File: config.mk
export PLATFORM = sky130hd
export DESIGN_NAME = i2c_regport
export DESIGN_NICKNAME = d
export VERILOG_FILES = /design/src/rtl/i2c_regport_pkg.sv /design/src/rtl/i2c_line_sync.sv /design/src/rtl/i2c_word_map.sv /design/src/rtl/i2c_link_fsm.sv /design/src/rtl/i2c_regport.sv
export SDC_FILE = /design/constraint.sdc
export NUM_CORES = 1
export LEC_CHECK = 0
export ABC_AREA = 1
export BUFFER_PORTS_ARGS = -buffer_cell sky130_fd_sc_hd__buf_2
export CAP_MARGIN = 20
export CORE_ASPECT_RATIO = 1.75
export CORE_MARGIN = 1.5
export CORE_UTILIZATION = 46
export DETAILED_ROUTE_END_ITERATION = 10
export PLACE_DENSITY = 0.71
export SETUP_SLACK_MARGIN = 0.2
export SYNTH_ARGS = -nofsm -noshare
export SYNTH_HDL_FRONTEND = slang
export SYNTH_SLANG_ARGS = --single-unit
File: constraint.sdc
create_clock -name clk -period 2.8 [get_ports clk]
set_clock_uncertainty 0.05 [all_clocks]
set_input_delay 0.84 -clock clk [delete_from_list [all_inputs] [get_ports clk]]
set_output_delay 0.84 -clock clk [all_outputs]
set_load 0.02 [all_outputs]
File: src/rtl/i2c_regport_pkg.sv
package i2c_regport_pkg;

    localparam int REG_ADDR_W = 10;

    typedef enum logic [2:0] {
        PH_IDLE,
        PH_DEV,
        PH_AHI,
        PH_ALO,
        PH_WR,
        PH_RD,
        PH_SKIP
    } phase_e;

    typedef struct packed {
        logic scl_rise;
        logic scl_fall;
        logic start;
        logic stop;
        logic sda;
    } bus_ev_t;

endpackage

File: src/rtl/i2c_line_sync.sv
module i2c_line_sync
    import i2c_regport_pkg::*;
#(
    parameter int STAGES = 2
) (
    input  logic    clk,
    input  logic    rst_n,
    input  logic    scl_i,
    input  logic    sda_i,
    output bus_ev_t ev
);

    typedef struct packed {
        logic [STAGES-1:0] scl_pipe;
        logic [STAGES-1:0] sda_pipe;
        logic              scl_prev;
        logic              sda_prev;
    } sync_t;

    sync_t d, q;
    logic  scl_s, sda_s;

    assign scl_s = q.scl_pipe[STAGES-1];
    assign sda_s = q.sda_pipe[STAGES-1];

    always_comb begin
        d          = q;
        d.scl_pipe = {q.scl_pipe[STAGES-2:0], scl_i};
        d.sda_pipe = {q.sda_pipe[STAGES-2:0], sda_i};
        d.scl_prev = scl_s;
        d.sda_prev = sda_s;
    end

    always_ff @(posedge clk or negedge rst_n) begin
        if (!rst_n) begin
            q <= '1;
        end else begin
            q <= d;
        end
    end

    // Bus conditions are only recognised while SCL stayed high over both samples.
    always_comb begin
        ev.scl_rise = scl_s & ~q.scl_prev;
        ev.scl_fall = ~scl_s & q.scl_prev;
        ev.start    = scl_s & q.scl_prev & q.sda_prev & ~sda_s;
        ev.stop     = scl_s & q.scl_prev & ~q.sda_prev & sda_s;
        ev.sda      = sda_s;
    end

endmodule

File: src/rtl/i2c_word_map.sv
module i2c_word_map
    import i2c_regport_pkg::*;
#(
    parameter int PARAM_WORDS = 512,
    parameter int PARAM_BITS  = 22,
    parameter int CTRL_BITS   = 16,
    parameter int W           = 24,
    parameter int IDX_W       = 2
) (
    input  logic [REG_ADDR_W-1:0] addr,
    input  logic [IDX_W-1:0]      bidx,
    input  logic [W-1:0]          rx_word,
    input  logic [W-1:0]          tx_word,
    output logic                  is_param,
    output logic [IDX_W-1:0]      last_idx,
    output logic [7:0]            tx_byte,
    output logic [W-1:0]          wr_word
);

    localparam int          PB    = (PARAM_BITS + 7) / 8;
    localparam int          CB    = (CTRL_BITS + 7) / 8;
    localparam logic [W-1:0] PMASK = {W{1'b1}} >> (W - PARAM_BITS);
    localparam logic [W-1:0] CMASK = {W{1'b1}} >> (W - CTRL_BITS);

    logic [W-1:0] mask;
    logic [W-1:0] tx_masked;
    logic [7:0]   shamt;

    always_comb begin
        is_param  = (32'(addr) < PARAM_WORDS);
        last_idx  = is_param ? IDX_W'(PB - 1) : IDX_W'(CB - 1);
        mask      = is_param ? PMASK : CMASK;
        wr_word   = rx_word & mask;
        tx_masked = tx_word & mask;
        shamt     = 8'(last_idx - bidx) * 8'd8;
        tx_byte   = 8'(tx_masked >> shamt);
    end

endmodule

File: src/rtl/i2c_link_fsm.sv
module i2c_link_fsm
    import i2c_regport_pkg::*;
#(
    parameter int W     = 24,
    parameter int IDX_W = 2
) (
    input  logic                  clk,
    input  logic                  rst_n,
    input  bus_ev_t               ev,
    input  logic [6:0]            dev_addr,
    input  logic [IDX_W-1:0]      last_idx,
    input  logic [7:0]            tx_byte,
    input  logic [W-1:0]          wr_word,
    input  logic [W-1:0]          rd_data,
    output logic [REG_ADDR_W-1:0] cur_addr,
    output logic [IDX_W-1:0]      cur_bidx,
    output logic [W-1:0]          rx_word,
    output logic [W-1:0]          tx_word,
    output logic                  sda_oe,
    output logic                  wr_en,
    output logic [REG_ADDR_W-1:0] wr_addr,
    output logic [W-1:0]          wr_data,
    output logic                  rd_en,
    output logic [REG_ADDR_W-1:0] rd_addr
);

    typedef struct packed {
        phase_e                phase;
        logic                  ack_slot;
        logic                  own_ack;
        logic [3:0]            bitcnt;
        logic [7:0]            rx;
        logic [7:0]            tx;
        logic                  oe;
        logic                  rflag;
        logic [REG_ADDR_W-1:0] addr;
        logic [IDX_W-1:0]      bidx;
        logic [W-1:0]          word;
        logic                  wr_due;
        logic                  mack;
        logic                  wr_en;
        logic [REG_ADDR_W-1:0] wr_addr;
        logic [W-1:0]          wr_data;
        logic                  rd_en;
        logic                  rd_pend;
        logic [REG_ADDR_W-1:0] rd_addr;
        logic [W-1:0]          txword;
    } st_t;

    st_t d, q;

    always_comb begin
        d         = q;
        d.wr_en   = 1'b0;
        d.rd_en   = 1'b0;
        d.rd_pend = q.rd_en;
        if (q.rd_pend) begin
            d.txword = rd_data;
        end

        if (ev.stop) begin
            d.phase    = PH_IDLE;
            d.oe       = 1'b0;
            d.ack_slot = 1'b0;
            d.bidx     = '0;
            d.wr_due   = 1'b0;
        end else if (ev.start) begin
            d.phase    = PH_DEV;
            d.oe       = 1'b0;
            d.ack_slot = 1'b0;
            d.bitcnt   = '0;
            d.bidx     = '0;
            d.wr_due   = 1'b0;
        end else if (q.phase == PH_IDLE || q.phase == PH_SKIP) begin
            d.oe = 1'b0;
        end else if (q.ack_slot) begin
            // master acknowledge of a byte just sent: prefetch the next word here
            if (ev.scl_rise && q.phase == PH_RD && !q.own_ack) begin
                d.mack = ~ev.sda;
                if (!ev.sda) begin
                    if (q.bidx == last_idx) begin
                        d.bidx    = '0;
                        d.addr    = q.addr + 1'b1;
                        d.rd_en   = 1'b1;
                        d.rd_addr = q.addr + 1'b1;
                    end else begin
                        d.bidx = q.bidx + 1'b1;
                    end
                end
            end
            if (ev.scl_fall) begin
                d.ack_slot = 1'b0;
                d.bitcnt   = '0;
                d.oe       = 1'b0;
                if (q.wr_due) begin
                    d.wr_due  = 1'b0;
                    d.wr_en   = 1'b1;
                    d.wr_addr = q.addr;
                    d.wr_data = wr_word;
                    d.addr    = q.addr + 1'b1;
                    d.bidx    = '0;
                end
                if (q.phase == PH_RD) begin
                    if (q.mack) begin
                        d.tx = tx_byte;
                        d.oe = ~tx_byte[7];
                    end else begin
                        d.phase = PH_SKIP;
                    end
                end
            end
        end else if (q.phase == PH_RD) begin
            if (ev.scl_rise) begin
                d.bitcnt = q.bitcnt + 1'b1;
            end else if (ev.scl_fall) begin
                if (q.bitcnt == 4'd8) begin
                    d.ack_slot = 1'b1;
                    d.own_ack  = 1'b0;
                    d.oe       = 1'b0;
                    d.mack     = 1'b0;
                end else begin
                    d.tx = {q.tx[6:0], 1'b0};
                    d.oe = ~q.tx[6];
                end
            end
        end else begin
            if (ev.scl_rise) begin
                d.rx     = {q.rx[6:0], ev.sda};
                d.bitcnt = q.bitcnt + 1'b1;
            end else if (ev.scl_fall && q.bitcnt == 4'd8) begin
                d.ack_slot = 1'b1;
                d.own_ack  = 1'b1;
                d.oe       = 1'b1;
                case (q.phase)
                    PH_DEV: begin
                        if (q.rx[7:1] == dev_addr) begin
                            if (q.rx[0]) begin
                                d.phase   = PH_RD;
                                d.rd_en   = 1'b1;
                                d.rd_addr = q.addr;
                                d.bidx    = '0;
                                d.mack    = 1'b1;
                            end else begin
                                d.phase = PH_AHI;
                            end
                        end else begin
                            d.phase    = PH_SKIP;
                            d.oe       = 1'b0;
                            d.ack_slot = 1'b0;
                        end
                    end
                    PH_AHI: begin
                        d.rflag                       = q.rx[2];
                        d.addr[REG_ADDR_W-1:8]        = q.rx[REG_ADDR_W-9:0];
                        d.phase                       = PH_ALO;
                    end
                    PH_ALO: begin
                        d.addr[7:0] = q.rx;
                        d.phase     = PH_WR;
                        d.bidx      = '0;
                    end
                    PH_WR: begin
                        d.word = {q.word[W-9:0], q.rx};
                        if (!q.rflag) begin
                            if (q.bidx == last_idx) begin
                                d.wr_due = 1'b1;
                            end else begin
                                d.bidx = q.bidx + 1'b1;
                            end
                        end
                    end
                    default: d.oe = 1'b0;
                endcase
            end
        end
    end

    always_ff @(posedge clk or negedge rst_n) begin
        if (!rst_n) begin
            q <= '0;
        end else begin
            q <= d;
        end
    end

    assign cur_addr = q.addr;
    assign cur_bidx = q.bidx;
    assign rx_word  = q.word;
    assign tx_word  = q.txword;
    assign sda_oe   = q.oe;
    assign wr_en    = q.wr_en;
    assign wr_addr  = q.wr_addr;
    assign wr_data  = q.wr_data;
    assign rd_en    = q.rd_en;
    assign rd_addr  = q.rd_addr;

    a_r10_oe_legal: assert property (@(posedge clk) disable iff (!rst_n)
        q.oe |-> ((q.phase == PH_RD && !q.ack_slot) || (q.ack_slot && q.own_ack)));

    a_r10_stop_release: assert property (@(posedge clk) disable iff (!rst_n)
        ev.stop |=> !sda_oe);

    a_r4_strobe_single: assert property (@(posedge clk) disable iff (!rst_n)
        wr_en |=> !wr_en);

    a_r8_fetch_single: assert property (@(posedge clk) disable iff (!rst_n)
        rd_en |=> !rd_en);

    a_r1_skip_silent: assert property (@(posedge clk) disable iff (!rst_n)
        (q.phase == PH_SKIP) |-> (!sda_oe && !rd_en));

endmodule

File: src/rtl/i2c_regport.sv
module i2c_regport
    import i2c_regport_pkg::*;
#(
    parameter int         PARAM_WORDS = 512,
    parameter int         PARAM_BITS  = 22,
    parameter int         CTRL_BITS   = 16,
    parameter int         WORD_BYTES  = 3,
    parameter int         SYNC_STAGES = 2,
    parameter logic [4:0] DEV_UPPER   = 5'b01101
) (
    input  logic                  clk,
    input  logic                  rst_n,
    input  logic                  scl_i,
    input  logic                  sda_i,
    output logic                  sda_oe,
    input  logic [1:0]            ad_pins,
    output logic                  wr_en,
    output logic [REG_ADDR_W-1:0] wr_addr,
    output logic [8*WORD_BYTES-1:0] wr_data,
    output logic                  rd_en,
    output logic [REG_ADDR_W-1:0] rd_addr,
    input  logic [8*WORD_BYTES-1:0] rd_data
);

    localparam int W     = 8 * WORD_BYTES;
    localparam int IDX_W = $clog2(WORD_BYTES);

    bus_ev_t               ev;
    logic [REG_ADDR_W-1:0] cur_addr;
    logic [IDX_W-1:0]      cur_bidx;
    logic [IDX_W-1:0]      last_idx;
    logic [W-1:0]          rx_word, tx_word, wr_word;
    logic [7:0]            tx_byte;
    logic                  is_param;

    i2c_line_sync #(
        .STAGES(SYNC_STAGES)
    ) u_sync (
        .clk  (clk),
        .rst_n(rst_n),
        .scl_i(scl_i),
        .sda_i(sda_i),
        .ev   (ev)
    );

    i2c_word_map #(
        .PARAM_WORDS(PARAM_WORDS),
        .PARAM_BITS (PARAM_BITS),
        .CTRL_BITS  (CTRL_BITS),
        .W          (W),
        .IDX_W      (IDX_W)
    ) u_map (
        .addr    (cur_addr),
        .bidx    (cur_bidx),
        .rx_word (rx_word),
        .tx_word (tx_word),
        .is_param(is_param),
        .last_idx(last_idx),
        .tx_byte (tx_byte),
        .wr_word (wr_word)
    );

    i2c_link_fsm #(
        .W    (W),
        .IDX_W(IDX_W)
    ) u_fsm (
        .clk     (clk),
        .rst_n   (rst_n),
        .ev      (ev),
        .dev_addr({DEV_UPPER, ad_pins}),
        .last_idx(last_idx),
        .tx_byte (tx_byte),
        .wr_word (wr_word),
        .rd_data (rd_data),
        .cur_addr(cur_addr),
        .cur_bidx(cur_bidx),
        .rx_word (rx_word),
        .tx_word (tx_word),
        .sda_oe  (sda_oe),
        .wr_en   (wr_en),
        .wr_addr (wr_addr),
        .wr_data (wr_data),
        .rd_en   (rd_en),
        .rd_addr (rd_addr)
    );

    a_r4_param_pad: assert property (@(posedge clk) disable iff (!rst_n)
        (wr_en && (32'(wr_addr) < PARAM_WORDS)) |-> ((wr_data >> PARAM_BITS) == '0));

    a_r4_ctrl_pad: assert property (@(posedge clk) disable iff (!rst_n)
        (wr_en && (32'(wr_addr) >= PARAM_WORDS)) |-> ((wr_data >> CTRL_BITS) == '0));

    a_r11_quiet_reset: assert property (@(posedge clk)
        !rst_n |-> (!sda_oe && !wr_en && !rd_en));

endmodule

* Word-level counts from Yosys, hierarchy flattened
Cells that the tools add are included.
Widths: inputs -> output; s select.
** Cells by class
- Add/subtract/negate cells :: 4
- Multipliers :: 0
- Divide/modulo/power cells :: 0
- Magnitude comparators :: 1
- Eq/ne operators :: 36
- Shifts and indexed selects :: 1
- Mux-type cells :: 104
- Bitwise gates (word level) :: 21
- Reductions and logical operators :: 41
** Operators by type and width (count)
- $mux 10 :: 11
- $mux 35 :: 3
- $mux 40 :: 2
- $mux 12 :: 6
- $mux 36 :: 2
- $mux 64 :: 1
- $mux 9 :: 6
- $mux 25 :: 2
- $and 24x24->24 :: 2
- $reduce_and 8->1 :: 6
- $mux 8 :: 5
- $mux 38 :: 1
- $mux 4 :: 8
- $mux 1 :: 31
- $mux 2 :: 12
- $mux 24 :: 1
- $shr 24x8->8 :: 1
- $mux 22 :: 1
- $mux 3 :: 6
- $reduce_bool 4->1 :: 4
- $ne 5x3->1 const B :: 3
- $ne 5x4->1 const B :: 3
- $reduce_bool 3->1 :: 5
- $ne 2x2->1 const B :: 7
- other kinds (39) :: 79
** Word-level totals
- Flip-flop bits (word level) :: 142
- Latch bits :: 0
- Bits in writable memories :: 0
- ROM bits :: 0
- Input port bits :: 30
- Output and inout bits :: 47
- Word-level logic and storage cells :: 233
- Memories :: 0

* Depth between registers and ports, before layout
- Depth in word-level cells :: 13
- Depth in mapped cells :: 13
- Depth with buffers taken out :: 12

* Cells and area by module
Synthesis repeated with hierarchy kept, for this count alone.
** Second synthesis, totals
- Cell total of the unflattened synthesis :: 1017
- Area total of the unflattened synthesis :: 8095.3 µm²
** Modules (own cells, without submodules)
- i2c_link_fsm :: times used 1, cells each 909, area each 7408.4 µm², seq. area each 3378.2 µm²
- i2c_word_map :: times used 1, cells each 88, area each 473.0 µm², seq. area each 0.0 µm²
- i2c_line_sync :: times used 1, cells each 18, area each 206.4 µm², seq. area each 157.7 µm²
- i2c_regport :: times used 1, cells each 2, area each 7.5 µm², seq. area each 0.0 µm²

* Least setup slack after synthesis
Ideal clock, no wire load.
- Kind :: register to register
- Start point :: register u_fsm.q, in the netlist u_fsm.cur_addr[9]
- End point :: register u_fsm.q, in the netlist u_fsm.sda_oe
- Library setup time :: 117 ps
- Arrival time :: 1864 ps
- Required time :: 2633 ps
- Path slack :: 769 ps
- Stages on the path, launching flop included :: 11
- Buffers on the path :: 0
- Clock period less this slack :: 2031 ps
- Path through :: dfrtp_1 inv_1 ha_1 inv_1 fa_1 nor2_1 o211ai_1 nand3_1 nand2_1 nand3_1 nand2_1
** Between the ends
- Word-level cells in the longest chain between the ends :: 12
** Ends and longest elaborated chain
- start: declaration :: RTL line i2c_link_fsm.sv:50 : st_t d, q;
- start signal: assignment :: RTL line i2c_link_fsm.sv:180 : q <= '0;
- start signal: assignment :: RTL line i2c_link_fsm.sv:182 : q <= d;
- $lt 10x10->1 :: RTL line i2c_word_map.sv:30 : is_param = (32'(addr) < PARAM_WORDS);
- $mux 2 :: RTL line i2c_word_map.sv:31 : last_idx = is_param ? IDX_W'(PB - 1) : IDX_W'(CB - 1);
- $sub 2x2->3 :: RTL line i2c_word_map.sv:35 : shamt = 8'(last_idx - bidx) * 8'd8;
- $shr 24x8->8 :: RTL line i2c_word_map.sv:36 : tx_byte = 8'(tx_masked >> shamt);
- $not 1->1 :: RTL line i2c_link_fsm.sv:106 : d.oe = ~tx_byte[7];
- $mux 9 :: RTL line i2c_link_fsm.sv:104 : if (q.mack) begin
- $mux 9 :: RTL line i2c_link_fsm.sv:103 : if (q.phase == PH_RD) begin
- $mux 9 :: RTL line i2c_link_fsm.sv:91 : if (ev.scl_fall) begin
- $mux 9 :: RTL line i2c_link_fsm.sv:76 : end else if (q.ack_slot) begin
- $mux 1 :: RTL line i2c_link_fsm.sv:74 : end else if (q.phase == PH_IDLE || q.phase == PH_SKIP) begin
- $mux 1 :: RTL line i2c_link_fsm.sv:67 : end else if (ev.start) begin
- $mux 1 :: RTL line i2c_link_fsm.sv:61 : if (ev.stop) begin
No other way between the ends. The select of a mux whose other input is x is not followed.
A chain may end at the register's enable or synchronous reset.

* Final worst setup path
- Start point :: register u_fsm.q[127] (netlist name)
- End point :: register u_fsm.q, in the netlist u_fsm.rx_word[10]
** Between the ends
- Word-level cells in the longest chain between the ends :: 3
** Ends and longest elaborated chain
- $eq 4x4->1 :: RTL line i2c_link_fsm.sv:130 : end else if (ev.scl_fall && q.bitcnt == 4'd8) begin
- $logic_and 1x1->1 :: RTL line i2c_link_fsm.sv:130
- $reduce_and 8->1 (no source line)
No other way between the ends.

==> qor.yml <==
clock_network:
  cts-buffers-inserted: 17
  cts_buffer_depth: 2
  clkLatencyLatePin_ps: 420
  cts_tree: "built"
  cts_hold_buf: 0
  cts_setup_buffers: 0
  cts-root-buf: "clkbuf_16"
  cts-resized-gates: 0
  clock-sinks: 135
  htreeDepth: 4
  cts.reportedPaths.clkPinSlew_ps: 60
placement:
  portBuffers: 72
  post-place-cells: 1019
  dpl.hpwl_um: 10770
  place_area_mm2: 0.007064
  gp_congestion: 0.9046
finish:
  area_growth_pct: 12.35
  nNetsFinal: 894
  diodes: 0
  final_layout_size_suffix_gt1_share_pct: 18.48
  fillers: 1358
  finish.utilization_pct: 52.98
  final_area_mm2: 0.007651
  finalNonFillerCells: 1051
setup_path:
  path_class: "reg -> reg"
  path_max_fanout: 44
  endpoint_kind: "flip-flop"
  startpoint_type: "flip-flop"
  cp.arrival_ps: 2590
  worstPathRequired_ps: 3060
floorplan:
  start_util_pct: 47.16
  die_h_um: 164.0
  rows: 58
  core_area_mm2: 0.01444
  die_w_um: 94.98
  die_area_mm2: 0.01557
  io_pins: 77
drt:
  detail-route-antenna-nets: 0
  wl_per_cell_um: 14.05
  drt_wl_total_um: 14770
  firstDrtPassIters: 7
  drt-initial-drc-count: 236
  route.detailed.drc: 0
  routed-via-count: 5392
  vias_per_cell: 5.130
yosys:
  synth_top_cells_by_count: "nand2_1 (220), dfrtp_1 (129), o21ai_0 (100)"
  synth_area_mm2: 0.006810
  yosys_most_used_dff: "dfrtp_1"
  synthTopCellsByArea: "dfrtp_1 (47%), nand2_1 (12%), o21ai_0 (7.3%)"
  async_reset_ff_share_pct: 100.0
  synth-seq-cells: 135
  yosysUniqueCellTypes: 45
  synth_edf_count: 0
  synth_warnings: 0
  yosysSeqAreaShare_pct: 49.72
  syn-mean-instance-area_um2: 8.275
  synth_largest_area_cell: "dfrtp_1"
  yosys.area.top_type_share_pct: 47.40
  synth_cells: 823
  post-synth-top-count-cell: "nand2_1"
global_route:
  antenna_found_initial: 0
  grt_pass1_vias: 5297
  grt_use_total_pct: 20.93
  overflow: 0
  grt_pass1_wl_um: 24850
  grt_max_degree: 55
sta:
  drv_slew: 0
  rsz0062_at_grt: "no"
  setup_viol: 0
  period_share_pct: 83.39
  fin_crit_ps: 2335
  max_freq_mhz: 428.3
  slew_headroom_pct: 52.84
  fin_setup_tns_ps: 0
  worst_pin_slew_ps: 704.9
  hold_violations: 0
pwr:
  p_leak_uw: 0.003788
  max-vdd-ir-drop_mv: 0.5372
  p_per_area_mw_per_mm2: 741.6
  power_uw: 5674
flow_run:
  drv_cap: 0
outcome:
  outcome: "complete, no violations"
min_path:
  hold_class: "in -> async"
[cell families (layout without fill, tap and decap cells)]
group	after synthesis	in the layout	share of synthesized area, %
adder cells (fa/ha/maj)	6	6	1.213
other	1	2	0.05506
flip-flops	135	135	49.72
AO/OA/AOI/OAI	167	167	13.67
AND/OR/NAND/NOR	344	344	21.99
buffers and inverters	159	206	11.65
XOR/XNOR	3	3	0.3859
multiplexers	8	8	1.323
[layout by cell type (no fill, tap or decap), drive strengths merged, types with 2 or more instances in the layout]
| cell type | synthesis | layout |
|---|---|---|
| buf | 55 | 83 |
| inv | 91 | 94 |
| xnor2 | 2 | 2 |
| o22ai | 3 | 3 |
| a21oi | 23 | 23 |
| nand3 | 41 | 41 |
| dfrtp | 129 | 129 |
| a31oi | 2 | 2 |
| o21a | 4 | 4 |
| nand2 | 226 | 226 |
| nor3 | 7 | 7 |
| dfstp | 6 | 6 |
| ha | 5 | 5 |
| mux2 | 8 | 8 |
| bufinv | 0 | 2 |
| conb | 1 | 2 |
| nor2 | 61 | 61 |
| clkbuf | 13 | 19 |
| o21ai | 116 | 116 |
| clkinv | 0 | 7 |
| a22o | 6 | 6 |
| o211ai | 7 | 7 |
| nand4 | 6 | 6 |
| a22oi | 5 | 5 |
[final cells by class]
type                    count  area [µm²]  share of cell area [%]
clock buffers              19       442.9                   5.789
clock inverters            13       143.9                   1.881
inverters                  91       344.1                   4.497
multi-input cells         530        2635                   34.44
flip-flops and latches    135        3386                   44.25
well taps                 180       225.2                   2.944
repair buffers             83       474.2                   6.198
[state kept, by name, summed over array words and instances (netlist names)]
register and cells:
u_sync.q 2, u_fsm.wr_en 1, u_fsm.wr_data 22, u_fsm.cur_bidx 2
u_fsm.sda_oe 1, u_fsm.wr_addr 10, u_fsm.rd_en 1, u_sync.ev 1
u_fsm.rx_word 22, u_fsm.q 28, u_fsm.rd_addr 10, u_fsm.cur_addr 10
u_sync.d 3, u_fsm.tx_word 22
[final timing paths]
| path | from | end | slack (ps) | cells past startpoint |
|---|---|---|---|---|
| setup / recovery | u_fsm.q[127] | u_fsm.rx_word[10] | 470 | 8 |
| hold / removal | rst_n | u_fsm.wr_data[8] | 300 | 1 |
| setup reg to reg | u_fsm.q[127] | u_fsm.rx_word[10] | 470 | 8 |
| hold reg to reg | u_sync.d[3] | u_sync.ev[0] | 310 | 0 |
| max in group asynchronous | rst_n | u_sync.d[3] | 1730 | 2 |
| min in group clk | u_sync.d[3] | u_sync.ev[0] | 310 | 0 |
[metal layers]
| layer | global-route usage (%) | wire [µm] | share of wire (%) |
|---|---|---|---|
| met2 | 37.56 | 7866 | 53 |
| met4 | 12.28 | 626 | 4.2 |
| met5 | 0 | 0 | 0 |
| met3 | 3.889 | 486 | 3.3 |
| met1 | 22.23 | 5788 | 39 |
[worst max-delay path: stages, from the launching register on]
cell     delay [ps]
dfrtp_1         400
inv_1           100
ha_1            150
nand3_1         170
nor2_4          230
inv_2           110
nor2_2          190
nand2_2         440
o21ai_0         370
[per-stage QoR]
step	worst slack [ps]	hold WS [ps]
6_report	465.0	304.3
2_1_floorplan	768.6	295.2
3_3_place_gp	421.1	296.6
3_5_place_dp	406.7	299.7
4_1_cts	493.0	308.1
5_1_grt	287.9	308.5
[report_power, final]
group          switching (µW)  internal (µW)
clock                     879           1340
sequential                163           2150
combinational             780            362
Note: power is estimated with default switching activity, not from simulation.
